### src/rtl/sector_slot_dma.sv
module sector_slot_dma #(
  parameter int SLOTS    = 16,
  parameter int SLOT_AW  = 12,
  parameter int DATA_LEN = 2348,
  parameter int ECC_OFF  = 'hC00,
  parameter int ECC_LEN  = 146,
  parameter int AW       = 32,
  localparam int SW      = $clog2(SLOTS),
  localparam int WIN_AW  = SLOT_AW + SW
)(
  input  logic                 clk,
  input  logic                 rst_n,
  input  logic                 dma_en,
  input  logic [AW-WIN_AW-1:0] win_base,
  input  logic                 mask_wr,
  input  logic [SLOTS-1:0]     mask_wdata,
  output logic [SLOTS-1:0]     slot_mask,
  output logic                 txdone_clr,
  input  logic                 s_valid,
  input  logic                 s_first,
  input  logic [7:0]           s_data,
  input  logic [4:0]           sec_tag,
  output logic                 mem_we,
  output logic [AW-1:0]        mem_addr,
  output logic [7:0]           mem_data,
  output logic                 blk_irq,
  output logic                 ovf_irq
);
  localparam int RAW_LEN = 4 + DATA_LEN;
  localparam int TOTAL   = RAW_LEN + ECC_LEN;
  localparam int CW      = $clog2(TOTAL + 1);

  logic          busy, keep;
  logic [CW-1:0] cnt;
  logic [SW-1:0] cur, top;
  logic [4:0]    tag;

  always_comb begin
    top = '0;
    for (int i = 0; i < SLOTS; i++)
      if (slot_mask[i]) top = SW'(i);
  end

  wire start = s_valid && s_first && !busy;
  wire go    = dma_en && |slot_mask;
  wire take  = start || (s_valid && busy);
  wire store = start ? go : (take && keep);
  wire [CW-1:0] idx = start ? '0 : cnt;
  wire last  = take && (idx == CW'(TOTAL - 1));
  wire [SW-1:0] slot = start ? top : cur;
  wire [4:0] tag_now = start ? sec_tag : tag;
  wire [SLOT_AW-1:0] off = (idx < CW'(RAW_LEN)) ? SLOT_AW'(idx)
                         : SLOT_AW'(ECC_OFF) + SLOT_AW'(idx - CW'(RAW_LEN));
  wire [7:0] byte_out = (idx < CW'(3)) ? 8'h00 : (idx == CW'(3)) ? {3'b000, tag_now} : s_data;
  wire [SLOTS-1:0] clr = (store && last) ? (SLOTS'(1) << slot) : '0;

  always_ff @(posedge clk) begin
    if (!rst_n) begin
      slot_mask  <= '0;
      txdone_clr <= 1'b0;
      mem_we     <= 1'b0;
      mem_addr   <= '0;
      mem_data   <= '0;
      blk_irq    <= 1'b0;
      ovf_irq    <= 1'b0;
      busy       <= 1'b0;
      keep       <= 1'b0;
      cnt        <= '0;
      cur        <= '0;
      tag        <= '0;
    end else begin
      slot_mask  <= (slot_mask & ~clr) | (mask_wr ? mask_wdata : '0);
      txdone_clr <= mask_wr;
      mem_we     <= store;
      mem_addr   <= {win_base, slot, off};
      mem_data   <= byte_out;
      blk_irq    <= store && last;
      ovf_irq    <= start && dma_en && !(|slot_mask);
      if (take) begin
        cnt  <= idx + 1'b1;
        busy <= !last;
      end
      if (start) begin
        keep <= go;
        cur  <= top;
        tag  <= sec_tag;
      end
    end
  end


  prio_chk: assert property (@(posedge clk) disable iff (!rst_n)
    start && go |=> ((($past(slot_mask) >> cur) >> 1) == '0));


  blk_clear_chk: assert property (@(posedge clk) disable iff (!rst_n)
    blk_irq && !$past(mask_wr) |-> !slot_mask[$past(cur)]);


  hdr_zero_chk: assert property (@(posedge clk) disable iff (!rst_n)
    mem_we && (mem_addr[SLOT_AW-1:0] < SLOT_AW'(3)) |-> mem_data == 8'h00);


  ovf_cause_chk: assert property (@(posedge clk) disable iff (!rst_n)
    ovf_irq |-> $past(dma_en) && ($past(slot_mask) == '0) && !mem_we);


  irq_excl_chk: assert property (@(posedge clk) disable iff (!rst_n)
    $onehot0({blk_irq, ovf_irq}));


  txc_chk: assert property (@(posedge clk) disable iff (!rst_n)
    $past(mask_wr) |-> ((slot_mask & $past(mask_wdata)) == $past(mask_wdata)));
endmodule

### config.mk
export PLATFORM = sky130hd
export DESIGN_NAME = sector_slot_dma
export DESIGN_NICKNAME = d
export VERILOG_FILES = /design/src/rtl/sector_slot_dma.sv
export SDC_FILE = /design/constraint.sdc
export NUM_CORES = 1
export LEC_CHECK = 0
export ABC_CLOCK_PERIOD_IN_PS = 3800
export CAP_MARGIN = 5
export CELL_PAD_IN_SITES_DETAIL_PLACEMENT = 1
export CELL_PAD_IN_SITES_GLOBAL_PLACEMENT = 1
export CORE_UTILIZATION = 36
export CTS_CLUSTER_DIAMETER = 50
export DETAILED_ROUTE_END_ITERATION = 16
export PLACE_DENSITY = 0.95
export SYNTH_ARGS = -nofsm -noshare
export SYNTH_HDL_FRONTEND = slang
export SYNTH_SLANG_ARGS = --single-unit
### constraint.sdc
create_clock -name clk -period 3.8 [get_ports clk]
set_input_delay 0.57 -clock clk [delete_from_list [all_inputs] [get_ports clk]]
set_output_delay 0.57 -clock clk [all_outputs]
set_load 0.02 [all_outputs]
==> impl_metrics.sql, run 1 <==
INSERT INTO impl_metrics (metric_group, metric, value, unit) VALUES
('yosys', 'synth_fa_ha_area_frac', '0.01859', ''),
('sta', 'fin_hold_ws', '0.4869', 'ns'),
('die', 'die-area', '9740', 'um2'),
('sta', 'finalClockSkew', '0.008055', 'ns'),
('clock_network', 'hold_buffers', '0', ''),
('min_path', 'holdPathStages', '2', ''),
('global_routing', 'overflow', '0', ''),
('worst_setup_path', 'crit_path_end_kind', 'register', ''),
('route', 'detail_route.wirelength', '10.48', 'mm'),
('place', 'gpl.final_weighted_congestion', '0.8291', ''),
('sta', 'finalWorstPathRequiredPeriod', '3.198', 'ns'),
('clock_network', 'cts_htree_levels', '3', ''),
('sta', 'part_of_the_cycle_the_worst_path_needs', '0.8416', ''),
('power_and_ir_drop', 'ir_drop_worst_vdd', '224.5', 'uV'),
('clock_network', 'tritoncts_num_sinks', '79', ''),
('die', 'die_height', '98.69', 'um'),
('route', 'routedWlPerCell', '17.53', 'um'),
('sta', 'setup_viol_count_final', '0', ''),
('cells_and_area', 'design.final.nets', '541', ''),
('die', 'placeableCoreArea', '8891', 'um2'),
('sta', 'fmaxAchievable', '312.7', 'MHz'),
('yosys', 'synth.net_count', '436', ''),
('clock_network', 'cts_resized', '0', ''),
('min_path', 'worst_hold_path.endpoint', 'keep$_SDFFE_PN0P_', ''),
('run_status', 'status', 'finished clean', ''),
('route', 'vias_after_detailed_routing', '3270', ''),
('route', 'route.detailed.drc', '0', ''),
('sta', 'relSlewSlack', '0.4657', ''),
('min_path', 'worst_hold_path_type', 'reg2reg', ''),
('global_routing', 'grt_pass1_vias', '3549', ''),
('yosys', 'compound_cell_area_share_of_the_yosys_netlist', '0.1710', ''),
('clock_network', 'cts_root_buffer', 'sky130_fd_sc_hd__clkbuf_8', ''),
('place', 'port-buffer-count', '110', ''),
('clock_network', 'clk-insertion-delay-late', '0.35', 'ns'),
('cells_and_area', 'final_cell_mix', 'sky130_fd_sc_hd__clkdlybuf4s50_1 (110), sky130_fd_sc_hd__dfxtp_1 (79), sky130_fd_sc_hd__nor2_1 (47)', ''),
('clock_network', 'post_cts.repair.setup_buffers', '0', ''),
('power_and_ir_drop', 'power_per_cell_area', '406.0', 'nW/um2'),
('clock_network', 'cts-root-to-sink-buffers', '2', ''),
('yosys', 'postSynth.asyncResetShare', '0', ''),
('global_routing', 'grt_max_degree', '26', ''),
('yosys', 'synth.lib_cells_used.distinct', '53', ''),
('worst_setup_path', 'rr_endpoint', 'slot_mask[13]$_SDFF_PN0_', ''),
('cells_and_area', 'syn_to_final_growth', '42.16', '%'),
('worst_setup_path', 'critPathArrivalTime', '3.39', 'ns'),
('clock_network', 'cts_tree', 'built', ''),
('yosys', 'synth-xor-area-share', '0.03123', ''),
('sta', 'final_slew_violations', '0', ''),
('die', 'floorplan.initialDensity', '0.3786', ''),
('die', 'fp.dieW', '98.69', 'um'),
('min_path', 'hold_path.startpoint', 'keep$_SDFFE_PN0P_', ''),
('yosys', 'post_synth.cell_area_avg', '8.857', 'um2'),
('flow_run', 'timing.max_cap.violations', '0', ''),
('sta', 'setup_repair_after_global_routing_missed_its_margin', 'no', ''),
('worst_setup_path', 'critical_path_class', 'in2reg', ''),
('route', 'final_antenna_net_count', '0', ''),
('clock_network', 'numCtsBuffers', '9', ''),
('worst_setup_path', 'setup.worst_path.start_class', 'primary input', ''),
('worst_setup_path', 'r2r_setup_slack', '1.02', 'ns'),
('yosys', 'post_synth_instance_area', '3366', 'um2'),
('cells_and_area', 'antenna-diode-count', '0', ''),
('worst_setup_path', 'critical_path_required', '3.99', 'ns'),
('yosys', 'synth-warning-count', '0', ''),
('sta', 'worst_slew_pin_slew', '0.7989', 'ns'),
('place', 'hpwlAfterDp', '7.726', 'mm'),
('worst_setup_path', 'critical_path_peak_fanout', '9', ''),
('route', 'drt_iter0_markers', '82', ''),
('cells_and_area', 'drive_above_1_share', '0.06735', ''),
('worst_setup_path', 'worst-r2r-cell-count', '9', ''),
('place', 'postPlaceCellArea', '4547', 'um2'),
('clock_network', 'path_clk_slew', '0.08', 'ns'),
('yosys', 'yosysSeqAreaShare', '0.4699', '');
[per-stage QoR]
| step | total power, mW | std cells | setup WS, ns |
|---|---|---|---|
| after floorplan | 1.056 | 380 | 1.101 |
| after global placement | 1.191 | 582 | 0.4570 |
| after detailed placement | 1.206 | 582 | 0.2731 |
| after CTS | 1.953 | 598 | 0.6136 |
| after global routing | 2.014 | 598 | 0.4047 |
| final | 1.943 | 598 | 0.6017 |
[layout make-up]
cell class / instances / area [um2] / share of cell area
clock buffers: 11 / 131.4 / 0.02746
clock inverters: 5 / 106.4 / 0.02223
inverters: 9 / 33.78 / 0.007061
multi-input cells: 269 / 1643 / 0.3434
flip-flops and latches: 79 / 1582 / 0.3305
well taps: 108 / 135.1 / 0.02824
repair buffers: 117 / 1154 / 0.2411
[worst max-delay path: stages]
cell and delay (ns):
sky130_fd_sc_hd__clkdlybuf4s50_1 0.63, sky130_fd_sc_hd__nand3b_1 0.33, sky130_fd_sc_hd__buf_4 0.28, sky130_fd_sc_hd__nand2_1 0.10, sky130_fd_sc_hd__ha_1 0.19, sky130_fd_sc_hd__and3_1 0.17, sky130_fd_sc_hd__nand4_1 0.13, sky130_fd_sc_hd__or2_2 0.36
sky130_fd_sc_hd__nor2_1 0.44, sky130_fd_sc_hd__a41oi_1 0.19
[synth_stat cells, types with 2 or more instances]
| library cell | number | share of area |
|---|---|---|
| sky130_fd_sc_hd__a211oi_1 | 8 | 0.018 |
| sky130_fd_sc_hd__a21o_1 | 10 | 0.022 |
| sky130_fd_sc_hd__a21oi_1 | 19 | 0.028 |
| sky130_fd_sc_hd__a31oi_1 | 8 | 0.015 |
| sky130_fd_sc_hd__a41oi_1 | 8 | 0.021 |
| sky130_fd_sc_hd__and2_1 | 26 | 0.048 |
| sky130_fd_sc_hd__and3_1 | 6 | 0.011 |
| sky130_fd_sc_hd__buf_2 | 8 | 0.012 |
| sky130_fd_sc_hd__clkbuf_1 | 13 | 0.014 |
| sky130_fd_sc_hd__dfxtp_1 | 79 | 0.47 |
| sky130_fd_sc_hd__ha_1 | 5 | 0.019 |
| sky130_fd_sc_hd__inv_1 | 7 | 0.0078 |
| sky130_fd_sc_hd__inv_2 | 2 | 0.0022 |
| sky130_fd_sc_hd__mux2i_1 | 5 | 0.015 |
| sky130_fd_sc_hd__nand2_1 | 28 | 0.031 |
| sky130_fd_sc_hd__nand2b_1 | 3 | 0.0056 |
| sky130_fd_sc_hd__nand3_1 | 11 | 0.016 |
| sky130_fd_sc_hd__nand3b_1 | 3 | 0.0067 |
| sky130_fd_sc_hd__nand4_1 | 4 | 0.0074 |
| sky130_fd_sc_hd__nor2_1 | 47 | 0.052 |
| sky130_fd_sc_hd__nor3_1 | 8 | 0.012 |
| sky130_fd_sc_hd__nor3b_1 | 4 | 0.0089 |
| sky130_fd_sc_hd__nor4_1 | 10 | 0.019 |
| sky130_fd_sc_hd__o211ai_1 | 2 | 0.0045 |
| sky130_fd_sc_hd__o21a_1 | 2 | 0.0045 |
| sky130_fd_sc_hd__o21ai_0 | 10 | 0.015 |
| sky130_fd_sc_hd__o21ai_1 | 4 | 0.0059 |
| sky130_fd_sc_hd__or2_1 | 2 | 0.0037 |
| sky130_fd_sc_hd__or3_1 | 4 | 0.0074 |
| sky130_fd_sc_hd__xnor2_1 | 5 | 0.013 |
| sky130_fd_sc_hd__xor2_1 | 7 | 0.018 |
[routing by layer]
metal  share of wire  global-route usage
met1            0.41              0.2553
met2            0.51              0.4101
met3           0.053             0.04681
met4           0.022             0.09300
met5               0                   0
[how the worst max path moves through the flow]
stage,start,end,cells past startpoint,slack (ns)
6_report,s_valid,slot_mask[13]$_SDFF_PN0_,10,0.60
3_5_place_dp,s_valid,slot_mask[10]$_SDFF_PN0_,10,0.27
3_3_place_gp,s_valid,slot_mask[13]$_SDFF_PN0_,10,0.46
4_1_cts,s_valid,slot_mask[10]$_SDFF_PN0_,10,0.61
5_1_grt,s_valid,slot_mask[9]$_SDFF_PN0_,10,0.40
2_1_floorplan,s_valid,slot_mask[13]$_SDFF_PN0_,11,1.10
[cell families after synthesis]
| kind of cell | after synthesis |
|---|---|
| fa+ha+maj | 5 |
| buf+inv | 32 |
| simple gates | 164 |
| xor+xnor | 12 |
| flops | 79 |
| compound gates | 83 |
| mux | 5 |
[sequential cells by signal, indices dropped and copies added, names as in the netlist]
name	flops
blk_irq	1
busy	1
cnt	12
keep	1
mem_addr	32
mem_data	8
mem_we	1
ovf_irq	1
slot_mask	16
tag	5
txdone_clr	1
[report_power, final]
group	internal, mW	switching (mW)	total [mW]
sequential	0.859	0.0304	0.890
combinational	0.146	0.155	0.301
clock	0.438	0.314	0.752
total	1.44	0.499	1.94
Note: power is estimated with default switching activity, not from simulation.
==> inputs of run 2 (changes only) <==
Settings changed: ABC_CLOCK_PERIOD_IN_PS 3800 to 2900, CORE_UTILIZATION 36 to 30, PLACE_DENSITY 0.95 to 0.86.
Clock period 3.8 ns to 2.9 ns, I/O delays scaled along.
==> run 2 against run 1 <==
Effect of this change:
- non-clock buffer count grew 7
- sequential power increased by 30%
- utilization shrank 9.3 points
- largest cell class unchanged
- largest power group unchanged
==> impl_metrics.sql, run 2 (synthesis gave the netlist of run 1 again) <==
INSERT INTO impl_metrics (metric_group, metric, value, unit) VALUES
('run_status', 'status', 'finished clean', ''),
('power_and_ir_drop', 'power.internal', '1.747', 'mW'),
('worst_setup_path', 'crit_path_end_kind', 'register', ''),
('place', 'hpwlAfterDp', '7.564', 'mm'),
('clock_network', 'clk-insertion-delay-late', '0.36', 'ns'),
('sta', 'finalWorstSetupSlack', '0.5479', 'ns'),
('clock_network', 'cts_root_buffer', 'sky130_fd_sc_hd__clkbuf_8', ''),
('worst_setup_path', 'critical_path_required', '3.12', 'ns'),
('worst_setup_path', 'cpLargestDelayFamily', 'simple AND/OR/NAND/NOR gates', ''),
('worst_setup_path', 'max_stage_delay', '0.51', 'ns'),
('power_and_ir_drop', 'total_leakage_power', '1.859', 'nW'),
('cells_and_area', 'antenna-diode-count', '0', ''),
('worst_setup_path', 'critical_path_peak_fanout', '8', ''),
('place', 'preCtsSetupSlack', '0.1792', 'ns'),
('power_and_ir_drop', 'power_per_cell_area', '500.3', 'nW/um2'),
('die', 'placeableCoreArea', '10890', 'um2'),
('die', 'number_of_cell_rows', '38', ''),
('cells_and_area', 'layout_commonest_cell', 'sky130_fd_sc_hd__clkdlybuf4s50_1', ''),
('global_routing', 'grt_pass1_vias', '3439', ''),
('clock_network', 'cts-root-to-sink-buffers', '2', ''),
('sta', 'fmaxAchievable', '425.1', 'MHz'),
('cells_and_area', 'top_regs', 'mem_addr: 32 flops, slot_mask: 16 flops, cnt: 12 flops', ''),
('cells_and_area', 'finalCoreUtilization', '0.4450', ''),
('global_routing', 'grt_max_degree', '31', ''),
('clock_network', 'cts_resized', '0', ''),
('sta', 'fin_hold_ws', '0.4642', 'ns'),
('min_path', 'holdPathStages', '2', ''),
('place', 'gpl.final_weighted_congestion', '0.8476', ''),
('sta', 'setup_viol_count_final', '0', ''),
('sta', 'finalClockSkew', '0.01452', 'ns'),
('die', 'die_height', '107.9', 'um'),
('sta', 'relSlewSlack', '0.4989', ''),
('clock_network', 'post_cts.repair.setup_buffers', '0', ''),
('clock_network', 'cts_tree', 'built', ''),
('clock_network', 'hold_buffers', '0', ''),
('cells_and_area', 'syn_to_final_growth', '43.94', '%'),
('power_and_ir_drop', 'p_sw_frac', '0.2792', ''),
('cells_and_area', 'drive_above_1_share', '0.08451', ''),
('die', 'fp.dieW', '107.9', 'um'),
('global_routing', 'grt_antenna_before_repair', '0', ''),
('flow_run', 'timing.max_cap.violations', '0', ''),
('cells_and_area', 'number_of_flip_flops_under_the_largest_register_name', '32', ''),
('worst_setup_path', 'path_cells', 'clkdlybuf4s50_1, nand3b_1, nand2_1, ha_1, and3_1, nand4_1, or2_2, nor2_2, a41oi_1', ''),
('route', 'final_antenna_net_count', '0', ''),
('global_routing', 'global_route_total_usage_across_every_layer', '0.1826', ''),
('cells_and_area', 'final_design_area_no_fill', '4845', 'um2'),
('power_and_ir_drop', 'p_sw', '676.8', 'uW'),
('route', 'detail_route.wirelength', '10.13', 'mm'),
('cells_and_area', 'design.final.nets', '548', ''),
('worst_setup_path', 'worst-r2r-cell-count', '8', ''),
('cells_and_area', 'final_cell_mix', 'sky130_fd_sc_hd__clkdlybuf4s50_1 (110), sky130_fd_sc_hd__dfxtp_1 (79), sky130_fd_sc_hd__nor2_1 (47)', ''),
('route', 'dr.pass1.iters', '4', ''),
('cells_and_area', 'fillCellCount', '1304', ''),
('route', 'route.detailed.drc', '0', ''),
('worst_setup_path', 'setup.worst_path.start_class', 'primary input', ''),
('worst_setup_path', 'critical_path_class', 'in2reg', ''),
('place', 'postPlaceCellArea', '4639', 'um2'),
('clock_network', 'cts_htree_levels', '3', ''),
('worst_setup_path', 'total_number_of_cells_along_the_worst_setup_path', '9', ''),
('clock_network', 'path_clk_slew', '0.09', 'ns'),
('route', 'post_drt_via_cell_ratio', '5.031', ''),
('sta', 'setup_repair_after_global_routing_missed_its_margin', 'no', ''),
('min_path', 'worst_hold_path_type', 'reg2reg', ''),
('global_routing', 'global_route_wire_length_before_repair', '16.40', 'mm'),
('worst_setup_path', 'cp_slowest_cell', 'sky130_fd_sc_hd__clkdlybuf4s50_1', ''),
('power_and_ir_drop', 'power.share.sequential', '0.480', ''),
('power_and_ir_drop', 'power.combinational.fraction', '0.165', ''),
('route', 'vias_after_detailed_routing', '3205', ''),
('place', 'port-buffer-count', '110', ''),
('cells_and_area', 'register_bank_with_the_most_flops', 'mem_addr', ''),
('sta', 'hold_violations', '0', ''),
('power_and_ir_drop', 'share_of_power_burned_in_the_clock_network', '0.356', ''),
('worst_setup_path', 'critPathArrivalTime', '2.57', 'ns'),
('die', 'floorplan.initialDensity', '0.3091', ''),
('sta', 'finalWorstPathRequiredPeriod', '2.352', 'ns'),
('worst_setup_path', 'worstPathBufferInverterCount', '1', ''),
('die', 'die-area', '11650', 'um2'),
('sta', 'part_of_the_cycle_the_worst_path_needs', '0.8111', ''),
('power_and_ir_drop', 'ir_drop_worst_vdd', '271.0', 'uV'),
('sta', 'worst_slew_pin_slew', '0.7447', 'ns'),
('clock_network', 'numCtsBuffers', '9', ''),
('global_routing', 'overflow', '0', ''),
('route', 'drt_iter0_markers', '96', ''),
('route', 'routedWlPerCell', '15.90', 'um'),
('clock_network', 'tritoncts_num_sinks', '79', ''),
('sta', 'final.setup.tns', '0', 'ns'),
('sta', 'final_slew_violations', '0', ''),
('die', 'boundaryPins', '111', '');
## run 2: cell types whose count changed in the layout (fill, tap and decap cells not counted)
cell	previous run	this run
sky130_fd_sc_hd__clkbuf_1	2	0
sky130_fd_sc_hd__clkbuf_8	9	10
sky130_fd_sc_hd__clkinv_2	0	1
sky130_fd_sc_hd__inv_6	0	1
sky130_fd_sc_hd__buf_4	7	14
sky130_fd_sc_hd__bufinv_16	3	1
sky130_fd_sc_hd__clkinvlp_4	1	2
## run 2: worst reg2reg max path, stage by stage, from the launching register on
cell and delay, ns:
sky130_fd_sc_hd__dfxtp_1 0.48, sky130_fd_sc_hd__nand3b_1 0.27, sky130_fd_sc_hd__and2_1 0.19, sky130_fd_sc_hd__ha_1 0.15
sky130_fd_sc_hd__and3_1 0.16, sky130_fd_sc_hd__nand4_1 0.13, sky130_fd_sc_hd__or2_2 0.35, sky130_fd_sc_hd__nor2_2 0.28
sky130_fd_sc_hd__a41oi_1 0.16
## run 2: through the flow
| stage | power (mW) | cells |
|---|---|---|
| after floorplan | 1.384 | 380 |
| after global placement | 1.570 | 621 |
| after detailed placement | 1.586 | 621 |
| after CTS | 2.450 | 637 |
| after global routing | 2.536 | 637 |
| final | 2.424 | 637 |
## run 2: worst paths after layout
path                                        start                 endpoint  slack, ns
worst min-delay path            keep$_SDFFE_PN0P_        keep$_SDFFE_PN0P_       0.46
worst max-delay path                      s_valid  slot_mask[5]$_SDFF_PN0_       0.55
worst min register to register  keep$_SDFFE_PN0P_        keep$_SDFFE_PN0P_       0.46
worst max register to register  busy$_SDFFE_PN0P_  slot_mask[5]$_SDFF_PN0_       0.59
## run 2: layer usage
layer / GRT usage / wire (um)
met3: 0.05266 / 590
met2: 0.3301 / 5156
met5: 0 / 0
met1: 0.2056 / 4265
met4: 0.05675 / 119
## run 2: cell type report
| cell class | count | area (um2) | share of cell area |
|---|---|---|---|
| clock buffer | 10 | 137.6 | 0.02841 |
| clock inverter | 6 | 67.56 | 0.01395 |
| inverter | 9 | 33.78 | 0.006973 |
| multi-input combinational | 269 | 1643 | 0.3391 |
| sequential | 79 | 1582 | 0.3264 |
| tap | 140 | 175.2 | 0.03616 |
| timing repair buffer | 124 | 1206 | 0.2490 |
## run 2: power by group through the flow
stage / Sequential (mW) / Combinational, mW / Clock (mW)
6_report: 1.16 / 0.399 / 0.862
5_1_grt: 1.17 / 0.431 / 0.937
4_1_cts: 1.16 / 0.401 / 0.886
3_5_place_dp: 1.19 / 0.398 / 0
3_3_place_gp: 1.19 / 0.385 / 0
2_1_floorplan: 1.22 / 0.164 / 0
==> inputs of run 3 (changes only) <==
Settings changed: ABC_CLOCK_PERIOD_IN_PS 2900 to 2200, CORE_UTILIZATION 30 to 33, PLACE_DENSITY 0.86 to 0.89.
Clock period 2.9 ns to 2.2 ns, I/O delays scaled along.
==> run 3 against run 2 <==
Effect of this change:
- clock power up 19%
- die area down 8.9%
- total power up 29%
- global-route usage up 1.9 points
- sequential power up 32%
- critical path type is now reg2reg
- largest cell class unchanged
- highest routed layer unchanged
==> impl_metrics.sql, run 3 (synthesis gave the netlist of run 1 again) <==
INSERT INTO impl_metrics (metric_group, metric, value, unit) VALUES
('worst_setup_path', 'setup.worst_path.start_class', 'register', ''),
('power_and_ir_drop', 'power_per_cell_area', '633.1', 'nW/um2'),
('worst_setup_path', 'r2r_setup_slack', '0.07', 'ns'),
('min_path', 'worst_hold_path_type', 'in2reg', ''),
('power_and_ir_drop', 'fin_total_pwr', '3.122', 'mW'),
('sta', 'fmaxAchievable', '468.8', 'MHz'),
('clock_network', 'hold_buffers', '0', ''),
('global_routing', 'grt_pass1_vias', '3372', ''),
('route', 'drt_iter0_markers', '81', ''),
('cells_and_area', 'finalCoreUtilization', '0.5022', ''),
('run_status', 'status', 'finished clean', ''),
('power_and_ir_drop', 'total_leakage_power', '1.914', 'nW'),
('cells_and_area', 'fillCellCount', '1209', ''),
('global_routing', 'global_route_total_usage_across_every_layer', '0.2020', ''),
('clock_network', 'cts-root-to-sink-buffers', '2', ''),
('route', 'final_antenna_net_count', '0', ''),
('power_and_ir_drop', 'ir_drop_worst_vdd', '340.4', 'uV'),
('place', 'port-buffer-count', '110', ''),
('die', 'die_height', '103.0', 'um'),
('sta', 'setup_viol_count_final', '0', ''),
('worst_setup_path', 'cpLargestDelayFamily', 'simple AND/OR/NAND/NOR gates', ''),
('global_routing', 'global_route_wire_length_before_repair', '16.48', 'mm'),
('place', 'hpwlAfterDp', '7.776', 'mm'),
('route', 'route.detailed.drc', '0', ''),
('die', 'fp.dieW', '103.0', 'um'),
('route', 'post_drt_via_cell_ratio', '5.125', ''),
('worst_setup_path', 'worstPathBufferInverterCount', '0', ''),
('sta', 'relSlewSlack', '0.5712', ''),
('route', 'dr.pass1.iters', '4', ''),
('die', 'boundaryPins', '111', ''),
('cells_and_area', 'layout_commonest_cell', 'sky130_fd_sc_hd__clkdlybuf4s50_1', ''),
('sta', 'fin_hold_ws', '0.4327', 'ns'),
('sta', 'finalWorstSetupSlack', '0.06687', 'ns'),
('route', 'detail_route.wirelength', '10.34', 'mm'),
('place', 'postPlaceCellArea', '4718', 'um2'),
('cells_and_area', 'final_design_area_no_fill', '4931', 'um2'),
('cells_and_area', 'design.final.nets', '556', ''),
('die', 'number_of_cell_rows', '36', ''),
('cells_and_area', 'drive_above_1_share', '0.1089', ''),
('flow_run', 'timing.max_cap.violations', '0', ''),
('cells_and_area', 'number_of_flip_flops_under_the_largest_register_name', '32', ''),
('clock_network', 'tritoncts_num_sinks', '79', ''),
('worst_setup_path', 'critical_path_class', 'reg2reg', ''),
('place', 'numPlacedInstances', '622', ''),
('cells_and_area', 'final_cell_mix', 'sky130_fd_sc_hd__clkdlybuf4s50_1 (108), sky130_fd_sc_hd__dfxtp_1 (79), sky130_fd_sc_hd__nor2_1 (46)', ''),
('place', 'gpl.final_weighted_congestion', '0.8344', ''),
('sta', 'hold_violations', '0', ''),
('sta', 'setup_repair_after_global_routing_missed_its_margin', 'yes', ''),
('cells_and_area', 'register_bank_with_the_most_flops', 'mem_addr', ''),
('cells_and_area', 'syn_to_final_growth', '46.51', '%'),
('clock_network', 'cts_tree', 'built', ''),
('cells_and_area', 'antenna-diode-count', '0', ''),
('global_routing', 'grt_max_degree', '28', ''),
('worst_setup_path', 'critical_path_required', '2.41', 'ns'),
('global_routing', 'grt_antenna_before_repair', '0', ''),
('sta', 'finalWorstPathRequiredPeriod', '2.133', 'ns'),
('sta', 'worst_slew_pin_slew', '0.6373', 'ns'),
('clock_network', 'numCtsBuffers', '9', ''),
('clock_network', 'post_cts.repair.setup_buffers', '0', ''),
('clock_network', 'cts_htree_levels', '3', ''),
('route', 'vias_after_detailed_routing', '3270', ''),
('worst_setup_path', 'critPathArrivalTime', '2.35', 'ns'),
('die', 'die-area', '10610', 'um2'),
('sta', 'part_of_the_cycle_the_worst_path_needs', '0.9696', ''),
('die', 'placeableCoreArea', '9819', 'um2'),
('sta', 'final_slew_violations', '0', ''),
('clock_network', 'cts_resized', '0', ''),
('global_routing', 'overflow', '0', ''),
('route', 'routedWlPerCell', '16.21', 'um'),
('worst_setup_path', 'cp_slowest_cell', 'sky130_fd_sc_hd__dfxtp_1', ''),
('worst_setup_path', 'path_cells', 'nand3b_1, nand2_1, ha_2, and3_4, nand4_1, or2_4, nor2_4, a41oi_1', ''),
('clock_network', 'clk-insertion-delay-late', '0.36', 'ns'),
('sta', 'final.setup.tns', '0', 'ns'),
('cells_and_area', 'final_cells', '638', ''),
('die', 'floorplan.initialDensity', '0.3428', ''),
('worst_setup_path', 'critical_path_peak_fanout', '8', ''),
('worst_setup_path', 'max_stage_delay', '0.33', 'ns'),
('clock_network', 'cts_root_buffer', 'sky130_fd_sc_hd__clkbuf_8', ''),
('sta', 'finalClockSkew', '0.009583', 'ns'),
('worst_setup_path', 'crit_path_end_kind', 'register', ''),
('cells_and_area', 'top_regs', 'mem_addr: 32 flops, slot_mask: 16 flops, cnt: 12 flops', ''),
('place', 'preCtsSetupSlack', '-0.3209', 'ns'),
('clock_network', 'path_clk_slew', '0.09', 'ns');
[run 3: changes by cell type in the layout (fill, tap and decap cells not counted), sizes merged]
cell,previous run,this run
inv,10,11
bufinv,1,0
buf,14,22
clkdlybuf4s50,110,108
dlymetal6s2s,0,2
[run 3: report_power, final]
group / internal (mW) / leakage, nW / total (mW) / switching, mW
sequential: 1.48 / 0.647 / 1.53 / 0.0475
combinational: 0.279 / 1.18 / 0.557 / 0.278
clock: 0.456 / 0.0910 / 1.03 / 0.578
total: 2.22 / 1.91 / 3.12 / 0.903
[run 3: path summary, 6_finish.rpt]
path                                   startpoint                       to  cells past startpoint
worst min-delay path                      s_first        busy$_SDFFE_PN0P_                      4
worst max register to register  busy$_SDFFE_PN0P_  slot_mask[1]$_SDFF_PN0_                      8
worst min register to register  keep$_SDFFE_PN0P_        keep$_SDFFE_PN0P_                      2
worst max-delay path            busy$_SDFFE_PN0P_  slot_mask[1]$_SDFF_PN0_                      8
[run 3: final cells by class]
| class | count | area [um2] | share of cell area |
|---|---|---|---|
| Multi-Input combinational cell | 269 | 1675 | 0.3398 |
| Sequential cell | 79 | 1582 | 0.3207 |
| Timing Repair Buffer | 132 | 1284 | 0.2603 |
| Tap cell | 133 | 166.4 | 0.03375 |
| Clock buffer | 10 | 137.6 | 0.02791 |
| Clock inverter | 6 | 52.55 | 0.01066 |
| Inverter | 9 | 33.78 | 0.006851 |
[run 3: worst register-to-register path: stages (launching register included)]
cell,delay [ns]
sky130_fd_sc_hd__dfxtp_1,0.33
sky130_fd_sc_hd__nand3b_1,0.28
sky130_fd_sc_hd__nand2_1,0.16
sky130_fd_sc_hd__ha_2,0.21
sky130_fd_sc_hd__and3_4,0.18
sky130_fd_sc_hd__nand4_1,0.14
sky130_fd_sc_hd__or2_4,0.31
sky130_fd_sc_hd__nor2_4,0.22
sky130_fd_sc_hd__a41oi_1,0.16
[run 3: per-layer routing]
metal,up-vias,track usage,wire length [um]
met4,0,0.04984,90
met3,10,0.05288,603
met2,100,0.3672,5345
li1,1581,-,-
met5,-,0,0
met1,1579,0.2353,4304
